File: config.mk
export PLATFORM = sky130hd
export DESIGN_NAME = uop_cracker
export DESIGN_NICKNAME = d
export VERILOG_FILES = /design/src/rtl/uopc_pkg.sv /design/src/rtl/uopc_seq.sv /design/src/rtl/uopc_hardwired.sv /design/src/rtl/uopc_table.sv /design/src/rtl/uop_cracker.sv
export SDC_FILE = /design/constraint.sdc
export NUM_CORES = 1
export LEC_CHECK = 0
export ABC_AREA = 1
export BUFFER_PORTS_ARGS = -buffer_cell sky130_fd_sc_hd__clkbuf_2
export CORE_MARGIN = 2
export CORE_UTILIZATION = 40
export DETAILED_ROUTE_END_ITERATION = 10
export PLACE_DENSITY_LB_ADDON = 0.08
export SLEW_MARGIN = 25
export SYNTH_ARGS = -nofsm -noshare
export SYNTH_HDL_FRONTEND = slang
export SYNTH_HIERARCHICAL = 1
export SYNTH_SLANG_ARGS = --single-unit
File: constraint.sdc
create_clock -name clk -period 2.45 [get_ports clk]
set_input_delay 0.1225 -clock clk [delete_from_list [all_inputs] [get_ports clk]]
set_output_delay 0.1225 -clock clk [all_outputs]
set_load 0.05 [all_outputs]
File: src/rtl/uopc_pkg.sv
package uopc_pkg;

    localparam int REG_W    = 4;
    localparam int UREG_W   = REG_W + 1;
    localparam int ALU_W    = 4;
    localparam int DATA_W   = 32;
    localparam int MAX_UOPS = 8;
    localparam int IDX_W    = $clog2(MAX_UOPS);
    localparam int HW_MAX   = 4;
    localparam int TBL_DEPTH = 8;
    localparam int TBL_AW   = $clog2(TBL_DEPTH);

    typedef enum logic [2:0] {
        C_RR     = 3'd0,
        C_CMP    = 3'd1,
        C_BR     = 3'd2,
        C_MEMALU = 3'd3,
        C_PUSH   = 3'd4,
        C_CALL   = 3'd5,
        C_RET    = 3'd6,
        C_BLKMOV = 3'd7
    } icls_t;

    typedef enum logic [2:0] {
        K_LOAD  = 3'd0,
        K_STORE = 3'd1,
        K_ALU   = 3'd2,
        K_ADDI  = 3'd3,
        K_JUMP  = 3'd4,
        K_RDPC  = 3'd5
    } ukind_t;

    typedef logic [UREG_W-1:0] ureg_t;

    localparam ureg_t TMP_REG = ureg_t'(1) << REG_W;
    localparam ureg_t NO_REG  = '1;

    typedef struct packed {
        icls_t              cls;
        logic [ALU_W-1:0]   aluop;
        logic [REG_W-1:0]   rd;
        logic [REG_W-1:0]   rs;
        logic [REG_W-1:0]   base;
        logic               memdst;
        logic [DATA_W-1:0]  imm;
    } irec_t;

    typedef struct packed {
        ukind_t             kind;
        logic [ALU_W-1:0]   aluop;
        ureg_t              dst;
        ureg_t              srca;
        ureg_t              srcb;
        logic [DATA_W-1:0]  imm;
    } uop_t;

    // operand selectors used by the sequence template table
    typedef enum logic [2:0] {
        RS_NONE, RS_TMP, RS_RD, RS_RS, RS_BASE, RS_SP
    } rsel_t;

    typedef enum logic [2:0] {
        IS_ZERO, IS_DISP, IS_PSTEP, IS_NSTEP, IS_MONE
    } isel_t;

    typedef struct packed {
        ukind_t kind;
        rsel_t  dst;
        rsel_t  srca;
        rsel_t  srcb;
        isel_t  imm;
    } tmpl_t;

    function automatic ureg_t arch_reg(input logic [REG_W-1:0] r);
        return {1'b0, r};
    endfunction

    function automatic logic [IDX_W:0] seq_len(input irec_t r);
        case (r.cls)
            C_MEMALU: return r.memdst ? (IDX_W+1)'(3) : (IDX_W+1)'(2);
            C_PUSH:   return (IDX_W+1)'(2);
            C_CALL:   return (IDX_W+1)'(4);
            C_RET:    return (IDX_W+1)'(3);
            C_BLKMOV: return (IDX_W+1)'(5);
            default:  return (IDX_W+1)'(1);
        endcase
    endfunction

    function automatic uop_t mk_uop(input ukind_t k, input logic [ALU_W-1:0] op,
                                    input ureg_t d, input ureg_t a, input ureg_t b,
                                    input logic [DATA_W-1:0] im);
        uop_t u;
        u.kind  = k;
        u.aluop = op;
        u.dst   = d;
        u.srca  = a;
        u.srcb  = b;
        u.imm   = im;
        return u;
    endfunction

endpackage

File: src/rtl/uopc_seq.sv
module uopc_seq
    import uopc_pkg::*;
(
    input  logic               clk,
    input  logic               rst,
    input  logic               in_valid,
    input  irec_t              in_rec,
    output logic               in_ready,
    output logic               out_valid,
    input  logic               out_ready,
    output logic               out_last,
    output irec_t              cur_rec,
    output logic [IDX_W-1:0]   cur_idx
);

    logic               busy_q;
    logic [IDX_W-1:0]   idx_q;
    irec_t              rec_q;
    logic [IDX_W:0]     len;
    logic               at_last;
    logic               fire;
    logic               accept;

    assign len      = seq_len(rec_q);
    assign at_last  = busy_q && ({1'b0, idx_q} == (len - (IDX_W+1)'(1)));
    assign fire     = busy_q && out_ready;
    assign in_ready = !busy_q || (fire && at_last);
    assign accept   = in_valid && in_ready;

    always_ff @(posedge clk) begin
        if (rst) begin
            busy_q <= 1'b0;
            idx_q  <= '0;
            rec_q  <= '0;
        end else if (accept) begin
            busy_q <= 1'b1;
            idx_q  <= '0;
            rec_q  <= in_rec;
        end else if (fire) begin
            if (at_last) begin
                busy_q <= 1'b0;
            end else begin
                idx_q <= idx_q + IDX_W'(1);
            end
        end
    end

    assign out_valid = busy_q;
    assign out_last  = at_last;
    assign cur_rec   = rec_q;
    assign cur_idx   = idx_q;

endmodule

File: src/rtl/uopc_hardwired.sv
module uopc_hardwired
    import uopc_pkg::*;
#(
    parameter int SP_REG     = 4,
    parameter int WORD_BYTES = 4
)(
    input  irec_t              rec,
    input  logic [IDX_W-1:0]   idx,
    output uop_t               uop
);

    localparam logic [DATA_W-1:0] STEP  = DATA_W'(WORD_BYTES);
    localparam logic [DATA_W-1:0] NSTEP = -STEP;
    localparam ureg_t             SP    = ureg_t'(SP_REG);

    ureg_t rd_u, rs_u, base_u;

    assign rd_u   = arch_reg(rec.rd);
    assign rs_u   = arch_reg(rec.rs);
    assign base_u = arch_reg(rec.base);

    always_comb begin
        uop = mk_uop(K_ALU, '0, NO_REG, NO_REG, NO_REG, '0);
        case (rec.cls)
            C_RR:  uop = mk_uop(K_ALU, rec.aluop, rd_u, rd_u, rs_u, '0);
            C_CMP: uop = mk_uop(K_ALU, rec.aluop, NO_REG, rd_u, rs_u, '0);
            C_BR:  uop = mk_uop(K_JUMP, '0, NO_REG, NO_REG, NO_REG, rec.imm);
            C_MEMALU: begin
                case (idx)
                    IDX_W'(0): uop = mk_uop(K_LOAD, '0, TMP_REG, base_u, NO_REG, rec.imm);
                    IDX_W'(1): begin
                        if (rec.memdst)
                            uop = mk_uop(K_ALU, rec.aluop, TMP_REG, TMP_REG, rd_u, '0);
                        else
                            uop = mk_uop(K_ALU, rec.aluop, rd_u, rd_u, TMP_REG, '0);
                    end
                    default:   uop = mk_uop(K_STORE, '0, NO_REG, base_u, TMP_REG, rec.imm);
                endcase
            end
            C_PUSH: begin
                if (idx == IDX_W'(0))
                    uop = mk_uop(K_STORE, '0, NO_REG, SP, rd_u, NSTEP);
                else
                    uop = mk_uop(K_ADDI, '0, SP, SP, NO_REG, NSTEP);
            end
            C_CALL: begin
                case (idx)
                    IDX_W'(0): uop = mk_uop(K_RDPC, '0, TMP_REG, NO_REG, NO_REG, '0);
                    IDX_W'(1): uop = mk_uop(K_STORE, '0, NO_REG, SP, TMP_REG, NSTEP);
                    IDX_W'(2): uop = mk_uop(K_ADDI, '0, SP, SP, NO_REG, NSTEP);
                    default:   uop = mk_uop(K_JUMP, '0, NO_REG, NO_REG, NO_REG, rec.imm);
                endcase
            end
            C_RET: begin
                case (idx)
                    IDX_W'(0): uop = mk_uop(K_ADDI, '0, SP, SP, NO_REG, STEP);
                    IDX_W'(1): uop = mk_uop(K_LOAD, '0, TMP_REG, SP, NO_REG, NSTEP);
                    default:   uop = mk_uop(K_JUMP, '0, NO_REG, TMP_REG, NO_REG, '0);
                endcase
            end
            default: ;
        endcase
    end

endmodule

File: src/rtl/uopc_table.sv
module uopc_table
    import uopc_pkg::*;
#(
    parameter int SP_REG     = 4,
    parameter int WORD_BYTES = 4
)(
    input  irec_t              rec,
    input  logic [IDX_W-1:0]   idx,
    output uop_t               uop
);

    localparam logic [DATA_W-1:0] STEP  = DATA_W'(WORD_BYTES);
    localparam ureg_t             SP    = ureg_t'(SP_REG);

    // first table row of each long sequence
    function automatic logic [TBL_AW-1:0] tbl_base(input icls_t c);
        case (c)
            C_BLKMOV: return TBL_AW'(0);
            default:  return TBL_AW'(0);
        endcase
    endfunction

    function automatic tmpl_t tbl_row(input logic [TBL_AW-1:0] a);
        tmpl_t t;
        t = '{kind: K_ALU, dst: RS_NONE, srca: RS_NONE, srcb: RS_NONE, imm: IS_ZERO};
        case (a)
            TBL_AW'(0): t = '{kind: K_LOAD,  dst: RS_TMP,  srca: RS_BASE, srcb: RS_NONE, imm: IS_ZERO};
            TBL_AW'(1): t = '{kind: K_STORE, dst: RS_NONE, srca: RS_RD,   srcb: RS_TMP,  imm: IS_ZERO};
            TBL_AW'(2): t = '{kind: K_ADDI,  dst: RS_BASE, srca: RS_BASE, srcb: RS_NONE, imm: IS_PSTEP};
            TBL_AW'(3): t = '{kind: K_ADDI,  dst: RS_RD,   srca: RS_RD,   srcb: RS_NONE, imm: IS_PSTEP};
            TBL_AW'(4): t = '{kind: K_ADDI,  dst: RS_RS,   srca: RS_RS,   srcb: RS_NONE, imm: IS_MONE};
            default: ;
        endcase
        return t;
    endfunction

    function automatic ureg_t pick_reg(input rsel_t s, input irec_t r);
        case (s)
            RS_TMP:  return TMP_REG;
            RS_RD:   return arch_reg(r.rd);
            RS_RS:   return arch_reg(r.rs);
            RS_BASE: return arch_reg(r.base);
            RS_SP:   return SP;
            default: return NO_REG;
        endcase
    endfunction

    function automatic logic [DATA_W-1:0] pick_imm(input isel_t s, input irec_t r);
        case (s)
            IS_DISP:  return r.imm;
            IS_PSTEP: return STEP;
            IS_NSTEP: return -STEP;
            IS_MONE:  return '1;
            default:  return '0;
        endcase
    endfunction

    tmpl_t              row;
    logic [TBL_AW-1:0]  addr;

    assign addr = tbl_base(rec.cls) + TBL_AW'(idx);
    assign row  = tbl_row(addr);

    always_comb begin
        uop.kind  = row.kind;
        uop.aluop = '0;
        uop.dst   = pick_reg(row.dst, rec);
        uop.srca  = pick_reg(row.srca, rec);
        uop.srcb  = pick_reg(row.srcb, rec);
        uop.imm   = pick_imm(row.imm, rec);
    end

endmodule

File: src/rtl/uop_cracker.sv
module uop_cracker
    import uopc_pkg::*;
#(
    parameter int SP_REG     = 4,
    parameter int WORD_BYTES = 4
)(
    input  logic                 clk,
    input  logic                 rst,
    input  logic                 in_valid,
    output logic                 in_ready,
    input  logic [2:0]           in_class,
    input  logic [ALU_W-1:0]     in_aluop,
    input  logic [REG_W-1:0]     in_rd,
    input  logic [REG_W-1:0]     in_rs,
    input  logic [REG_W-1:0]     in_base,
    input  logic                 in_memdst,
    input  logic [DATA_W-1:0]    in_imm,
    output logic                 out_valid,
    input  logic                 out_ready,
    output logic [2:0]           out_kind,
    output logic [ALU_W-1:0]     out_aluop,
    output logic [UREG_W-1:0]    out_dst,
    output logic [UREG_W-1:0]    out_srca,
    output logic [UREG_W-1:0]    out_srcb,
    output logic [DATA_W-1:0]    out_imm,
    output logic                 out_last
);

    irec_t              in_rec;
    irec_t              cur_rec;
    logic [IDX_W-1:0]   cur_idx;
    uop_t               hw_uop;
    uop_t               tb_uop;
    uop_t               sel_uop;
    logic               use_table;

    always_comb begin
        in_rec.cls    = icls_t'(in_class);
        in_rec.aluop  = in_aluop;
        in_rec.rd     = in_rd;
        in_rec.rs     = in_rs;
        in_rec.base   = in_base;
        in_rec.memdst = in_memdst;
        in_rec.imm    = in_imm;
    end

    uopc_seq u_seq (
        .clk       (clk),
        .rst       (rst),
        .in_valid  (in_valid),
        .in_rec    (in_rec),
        .in_ready  (in_ready),
        .out_valid (out_valid),
        .out_ready (out_ready),
        .out_last  (out_last),
        .cur_rec   (cur_rec),
        .cur_idx   (cur_idx)
    );

    uopc_hardwired #(.SP_REG(SP_REG), .WORD_BYTES(WORD_BYTES)) u_hw (
        .rec (cur_rec),
        .idx (cur_idx),
        .uop (hw_uop)
    );

    uopc_table #(.SP_REG(SP_REG), .WORD_BYTES(WORD_BYTES)) u_tbl (
        .rec (cur_rec),
        .idx (cur_idx),
        .uop (tb_uop)
    );

    assign use_table = seq_len(cur_rec) > (IDX_W+1)'(HW_MAX);
    assign sel_uop   = use_table ? tb_uop : hw_uop;

    assign out_kind  = sel_uop.kind;
    assign out_aluop = sel_uop.aluop;
    assign out_dst   = sel_uop.dst;
    assign out_srca  = sel_uop.srca;
    assign out_srcb  = sel_uop.srcb;
    assign out_imm   = sel_uop.imm;

endmodule

Word-level counts from Yosys, hierarchy flattened
Index checks and enable logic that the tools add are counted.
- register bits after elaboration: 56
- logic and storage cells: 74
- add/sub/neg operators: 2
- bitwise gates (word level): 1
- reduce and logical (&&, ||, !) cells: 13
- mux-type cells: 17
- order comparisons: 1
- eq/ne operators: 31
- operators by type and width (kind ; number):
    $pmux W54 S7 ; 1
    $pmux W54 S3 ; 1
    $pmux W32 S4 ; 1
    $pmux W54 S2 ; 1
    $pmux W53 S2 ; 1
    $pmux W5 S5 ; 3
    $pmux W14 S5 ; 1
    $mux W54 ; 1
    $mux W53 ; 1
    $mux W47 ; 1
    $eq A3 B2 Y1 const B ; 12
    $eq A3 B3 Y1 const B ; 12
    $eq A3 B1 Y1 const B ; 6
    $pmux W3 S5 ; 1
    $logic_not A3 Y1 ; 2
    $eq A3 B4 Y1 ; 1
    $gt A4 B3 Y1 const B ; 1
    $logic_and A1 B1 Y1 ; 4
    $mux W1 ; 4
    $reduce_and A2 Y1 ; 2
    $reduce_bool A2 Y1 ; 2
    $sub A3 B1 Y4 const B ; 1
    $add A3 B1 Y3 const B ; 1
    $reduce_or A2 Y1 ; 1
    other kinds (3) ; 3

Depth between registers and ports, before layout
Gate-level depths: netlist of the first run.
- depth after elaboration: 10
- depth in mapped cells: 17

Hierarchy
Netlist of the first run, hierarchy kept.
- modules (own cells, without submodules) (module ; area each (um^2) ; cells an instance ; times used ; seq. area each (um^2)):
    uopc_seq ; 2637.5 ; 400 ; 1 ; 1121.1
    uopc_hardwired ; 1198.6 ; 268 ; 1 ; 0.0
    uop_cracker ; 914.6 ; 186 ; 1 ; 0.0
    uopc_table ; 593.1 ; 104 ; 1 ; 0.0

Worst setup path after synthesis of the first run
Ideal clock, no wire load.
- path kind: register -> output
- start point: reg u_seq.idx_q[1], in the netlist u_seq/cur_idx[1]
- end point: out out_dst[4]
- data arrival time: 2.119 ns
- slack: 0.209 ns
- stages on the path, launching flop included: 9
- buffers on the path: 0
- path through: dfxtp_1 > nor2_1 > nand2_1 > inv_1 > a21oi_1 > ha_1 > inv_1 > nand4_1 > nand2_1
- RTL lines (element ; line ; RTL):
    from (decl) ; uopc_seq.sv:17 ; logic [IDX_W-1:0] idx_q;
    from (signal assigned) ; uopc_seq.sv:43 ; idx_q <= idx_q + IDX_W'(1);
    to (decl) ; uop_cracker.sv:22 ; output logic [UREG_W-1:0] out_dst,

==> metrics, run 1 <==
crit start category=flop; Max VDD drop=a little over 0.5 mV; max_cap viols=0; vias in the first global route=5023; IO Port Bufs=around 110; RePlAce Congestion=0.9122; initial core utilization=0.4068; sw frac=0.4302; endpoints failing hold=0; core area=approximately 0.013 mm²; crit end category=output pin; I/O pin total=about 110; post-synthesis cell count=between 900 and 1000; R2R depth=18; CTS tree=built; hold_sp=rst; post-synthesis sequential area ratio=0.2098; worst-margin pin slew=just under 900 ps; FF+latch count, synth=56; Setup Skew=~5 ps; final count of pins violating max slew=0; DR pass1 iterations=5; r2r endpoint=u_seq/cur_rec[30]; outcome=finished clean; Max stage delay cell, worst path=dfxtp_2; hold depth=2; worst skew pair latency=about 300 ps; WL/cell=between 10 and 15 µm; first-pass GRT wire length=about 26000 µm; vias per inst=around 5.0; initial antenna violation count=0; largest net degree at the start of global routing=55; Hold Path Class=in2reg; min cycle time layout=between 2000 and 2500 ps; Cell Rows=42; Avg Inst Size Synth=5.578 µm²; CTS sink cnt=56; Worst Path Required=between 2000 and 2500 ps; final core utilization=0.4872; Final Non-Filler Cells=about 1200; DR DRC count=0; DIE AREA=0.01430 mm²; most frequent cells after synthesis=nand2_1, nand3_1, inv_1, nor2_1, nand4_1; Max Root-Sink Buffers=2; Area Growth Syn to Fin=19.78%; Post-Place Cell Area=between 0.006 and 0.007 mm²; FFs w/ async S/R, synth=0; P_leak=around 3.5 nW; R2R setup slack=about 340 ps; P_sw=around 1.6 mW; CP Max Fanout=23; Ant. Diodes=0; placed cells=approximately 1200; most frequent cell after synthesis=nand2_1; ranking of synthesized cells by area=nand2_1, dfxtp_1, nand3_1, nand4_1, buf_4; CP cell instances=buf_6, nand2_1, nor2_4, buf_4, inv_1, nor3_1, inv_1, nand3_1, nand2_1, nand2_1, buf_12; unique cell type count in the Yosys netlist=30; sequential power share=0.292; cts bufs inserted=5; internal power=2.115 mW; reg2reg start=u_seq/cur_rec[51]; WL final=~16000 µm; fin nets=~1100; Max transition margin=0.4163; H-tree depth=2; Power Density=~580 mW/mm²; layout cell share with drive strength beyond 1=0.1825; # fillers=between 1000 and 1500; post-synth top area share=0.2199; fmax=0.4367 GHz; max incr delay on CP=370 ps; Setup CP Type=reg2out; Worst Hold End=u_seq/out_valid; Vias=between 5000 and 6000; Final period util=0.9346; DP Wirelength=~12000 µm; Yosys warning count=6; biggest area consumer among synthesized cells=nand2_1; number of nets with antenna violations after routing=0; Logic pwr share=0.489; crit path DAT=2170 ps; dpl ws=~340 ps; grt total ovfl=0; Die Y=approximately 120 µm; clk root buf=clkbuf_16; ys flop type=dfxtp_1; number of synthesized flops with an enable pin=0; most used cell along the critical path=nand2_1; Starting DRT DRC Count=approximately 540; # setup viols final=0; Worst-path clk slew=around 70 ps; GR Util All Layers=0.2221; fin area=roughly 0.0064 mm²; Clk pwr share=0.219; post-synthesis cell area=~0.0053 mm²; Hold Slack=approximately 3.8 ps; Die X=approximately 120 µm; Post-CTS Hold Buffers=0; slack of the critical path=160.2 ps
-- cell usage in the layout (no fill, tap or decap), types with 2 or more instances in the layout --
| cell | synthesis | layout |
|---|---|---|
| nor2_4 | 3 | 3 |
| buf_12 | 0 | 35 |
| dfxtp_2 | 0 | 5 |
| nand2_4 | 1 | 3 |
| nor2_2 | 3 | 6 |
| inv_1 | 95 | 95 |
| clkbuf_2 | 1 | 79 |
| inv_2 | 10 | 9 |
| o21ai_1 | 2 | 2 |
| clkbuf_16 | 0 | 6 |
| nor2_1 | 95 | 92 |
| nand3_1 | 101 | 101 |
| buf_6 | 10 | 4 |
| a21oi_2 | 1 | 2 |
| a21oi_1 | 63 | 62 |
| nand4_1 | 65 | 65 |
| o21ai_0 | 22 | 22 |
| dfxtp_1 | 56 | 51 |
| nand2_2 | 8 | 7 |
| ha_1 | 3 | 3 |
| conb_1 | 2 | 6 |
| nand3_4 | 1 | 2 |
| nand3b_1 | 4 | 4 |
| xor2_1 | 2 | 2 |
| buf_4 | 49 | 16 |
| nand2_1 | 313 | 312 |
-- how the worst max path moves through the flow --
| stage | startpoint | endpoint | slack (ps) | cells past startpoint |
|---|---|---|---|---|
| after floorplan | u_seq/cur_idx[1] | out_dst[4] | 210 | 8 |
| final | u_seq/cur_rec[49] | out_dst[0] | 160 | 11 |
| after detailed placement | u_seq/cur_idx[2] | out_imm[5] | 340 | 10 |
| after CTS | u_seq/cur_idx[2] | out_imm[6] | 10 | 10 |
| after global placement | u_seq/cur_idx[2] | out_imm[5] | 340 | 10 |
| after global routing | u_seq/cur_rec[51] | out_srca[2] | -1 | 11 |
-- power by group through the flow --
stage                     logic (mW)  registers, mW  clock network (mW)
after floorplan                 1.20           1.07                   0
after global placement          1.78           1.10                   0
after detailed placement        1.77           1.10                   0
after CTS                       1.78           1.08               0.840
after global routing            1.95           1.09               0.864
final                           1.81           1.08               0.814
-- area by class of cell --
| type | count | area, µm² | share of cell area |
|---|---|---|---|
| multi-input combinational | 698 | 3198 | 0.4996 |
| sequential | 56 | 1127 | 0.1761 |
| clock inverter | 2 | 38.79 | 0.006059 |
| timing repair buffer | 136 | 1291 | 0.2017 |
| tap | 176 | 220.2 | 0.03440 |
| clock buffer | 6 | 128.9 | 0.02013 |
| inverter | 105 | 396.6 | 0.06196 |
-- kinds of logic after synthesis --
group / count (synthesis) / synth area share
flops: 56 / 0.2098
other cells: 2 / 0.001405
fa+ha+maj: 3 / 0.007025
buf+inv: 208 / 0.2004
compound gates: 89 / 0.08476
simple gates: 598 / 0.4933
xor+xnor: 2 / 0.003279
-- critical path, delay by kind of cell (launching register included) --
kind,cells,cell delay [ps]
buf+inv,5,740
flops,1,370
simple gates,6,750
-- per-stage QoR --
| stage | total power [mW] | setup TNS [ps] |
|---|---|---|
| floorplan | 2.271 | 0 |
| global placement | 2.874 | 0 |
| detailed placement | 2.872 | 0 |
| CTS | 3.695 | 0 |
| global route | 3.912 | -1.494 |
| finish | 3.712 | 0 |
-- routing by layer --
layer	routed length, µm	share of wire	GRT usage	vias to the layer above
met4	131	0.0081	0.04118	0
met3	1192	0.073	0.03422	9
met2	6527	0.40	0.3082	215
met5	0	0	0	-
li1	-	-	-	3111
met1	8385	0.52	0.3569	2503
-- timing repair --
action / 4_1_cts / 5_1_grt
gates resized for setup: 0 / 18
setup buffers: 0 / 4
endpoints found under the setup margin: 0 / 54
endpoints found under the hold margin: 0 / 0
-- flip-flops by register name (all words and copies together), names as in the netlist --
register / count
u_seq/cur_rec: 52
u_seq/cur_idx: 3
u_seq/out_valid: 1
No activity file was read; power rests on OpenSTA's default activity.
==> run 2: changes to the inputs <==
--- a/config.mk
+++ b/config.mk
@@ -10,6 +10,7 @@
 export CORE_MARGIN = 2
 export CORE_UTILIZATION = 40
 export DETAILED_ROUTE_END_ITERATION = 10
+export MAX_ROUTING_LAYER = met4
 export PLACE_DENSITY_LB_ADDON = 0.08
 export SLEW_MARGIN = 25
 export SYNTH_ARGS = -nofsm -noshare
==> constraint.sdc (replaced) <==
create_clock -name clk -period 2.6 [get_ports clk]
set_input_delay 0.13 -clock clk [delete_from_list [all_inputs] [get_ports clk]]
set_output_delay 0.13 -clock clk [all_outputs]
set_load 0.05 [all_outputs]
==> metrics, run 2 (synthesized netlist as in run 1, its figures left out) <==
core area=0.01314 mm² (unchanged); P_leak=3.369 nW (-3.9%); WL/cell=13.96 µm (+1.4%); area of the multi-input gates=0.003179 mm² (-0.59%); endpoints failing hold=0 (unchanged); Final Non-Filler Cells=1176 (-0.25%); Die X=119.6 µm (unchanged); Vias=5894 (+0.96%); number of nets with antenna violations after routing=0 (unchanged); final count of pins violating max slew=0 (unchanged); cts bufs inserted=5 (unchanged); largest net degree at the start of global routing=58 (+5.5%); commonest non-fill, non-tap cells in the layout=nand2_1, clkbuf_2, nand3_1, nor2_1, inv_1; Power Density=552.6 mW/mm² (-4.7%); r2r endpoint=u_seq/cur_idx[0]; # setup viols final=0 (unchanged); Max transition margin=0.3955 (-0.02078); GR Util All Layers=0.2336 (+0.01154); DIE AREA=0.01430 mm² (unchanged); Starting DRT DRC Count=537 (-1.1%); area taken by flip-flops and latches=0.001126 mm² (-0.11%); Cell Rows=42 (unchanged); # fillers=1542 (+7.6%); first-pass GRT wire length=26680 µm (+1.9%); Worst-path clk slew=70 ps (about the same); I/O pin total=113 (unchanged); outcome=finished clean; CP endpoint=out_imm[6]; worst skew pair latency=290 ps (about the same); Worst Path Required=2470 ps (+140 ps); R2R setup slack=440 ps (+100 ps); DR pass1 iterations=5 (unchanged); reg2reg start=u_seq/cur_rec[32]; Die Y=119.6 µm (unchanged); Area Growth Syn to Fin=10.79%; crit path DAT=2350 ps (+180 ps); min cycle time layout=around 2500 ps; vias per inst=5.012 (+1.2%); worst-margin pin slew=905.4 ps (+31.12 ps); met2 GRT Util=0.3000 (-0.008214); Setup CP Type=reg2out; max_cap viols=0 (unchanged); CTS tree=built; Hold Path Class=in2reg; Max Root-Sink Buffers=2 (unchanged); Setup Skew=3.102 ps (-1.890 ps); WL final=16420 µm (+1.1%); Setup TNS=0 ps (unchanged); IO Port Bufs=112 (unchanged); fmax=0.4035 GHz; crit end category=output pin; Final period util=0.9533; Ant. Diodes=0 (unchanged); H-tree depth=2 (unchanged); RePlAce Congestion=0.8935 (-2.0%); hold depth=2 (unchanged); R2R depth=15 (-3); placed cells=1164 (-0.17%); clk root buf=clkbuf_16; vias in the first global route=5057 (+0.68%); GR peak layer=met1; CP Max Fanout=31 (+35%); fin nets=1058 (-0.28%); initial core utilization=0.4068 (unchanged); Post-CTS Hold Buffers=0 (unchanged); DR DRC count=0 (unchanged); routing usage on met3=0.02757 (-0.006654); grt total ovfl=0 (unchanged); DP Wirelength=11990 µm (+0.46%); CP Launch Point=u_seq/cur_idx[0]; initial antenna violation count=0 (unchanged); max FFs per register=52 (unchanged); Max VDD drop=0.2717 mV (-47%); met1 Use GR=0.3820 (+0.02513); CTS sink cnt=56 (unchanged); crit start category=flop; layout cell share with drive strength beyond 1=0.1740 (-0.008453); Hold Slack=17.45 ps (+13.67 ps); most common cell after layout, fill and taps aside=nand2_1
==> run 2: cell count changes in the layout (fill, tap and decap cells not counted), sizes merged <==
cell	delta
clkbuf	+26
buf	-29
==> run 2: how the worst min path moves through the flow <==
| stage | from | end | slack, ps |
|---|---|---|---|
| after detailed placement | rst | u_seq/out_valid | 330 |
| final | rst | u_seq/out_valid | 20 |
| after global routing | rst | u_seq/out_valid | 20 |
| after global placement | rst | u_seq/out_valid | 330 |
| after floorplan | rst | u_seq/out_valid | 200 |
| after CTS | rst | u_seq/out_valid | 20 |
==> run 2: area by class of cell <==
class | count | area share
Clock buffer | 6 | 0.02177
Clock inverter | 2 | 0.006551
Inverter | 105 | 0.06657
Multi-Input combinational cell | 698 | 0.5370
Sequential cell | 56 | 0.1902
Tap cell | 176 | 0.03719
Timing Repair Buffer | 133 | 0.1407
==> run 2: metrics by stage <==
step                      area, µm²  utilization  setup WS (ps)  power (mW)
final                          5921       0.4507          121.4       3.272
after global routing           5921       0.4507         -8.521       3.474
after CTS                      5862       0.4462          19.00       3.277
after detailed placement       5692       0.4332          314.3       2.506
after global placement         5692       0.4332          360.3       2.508
after floorplan                5359            -          351.1       2.140
==> run 2: where the power goes <==
| group | switching, mW | total, mW | internal, mW |
|---|---|---|---|
| Combinational | 1.07 | 1.48 | 0.408 |
| Sequential | 0.0921 | 1.03 | 0.937 |
| Clock | 0.308 | 0.766 | 0.459 |
==> run 2: worst max-delay path, stage by stage, from the launching register on <==
cell	delay, ps
dfxtp_1	410
buf_4	240
nor2_1	300
nand2_1	150
inv_1	100
buf_4	300
nand4_1	130
nand2_1	110
clkbuf_2	280
==> run 2: metal layers <==
metal,up-vias,part of all wire,wire length [µm]
li1,3091,-,-
met3,11,0.075,1231
met1,2553,0.53,8663
met5,-,0,0
met4,0,0.0079,129
met2,239,0.39,6396
==> run 2: timing repair <==
item,CTS,global route
setup endpoints to repair,1,27
setup buffers,0,4
gates resized for setup,1,7
pin swaps,0,1
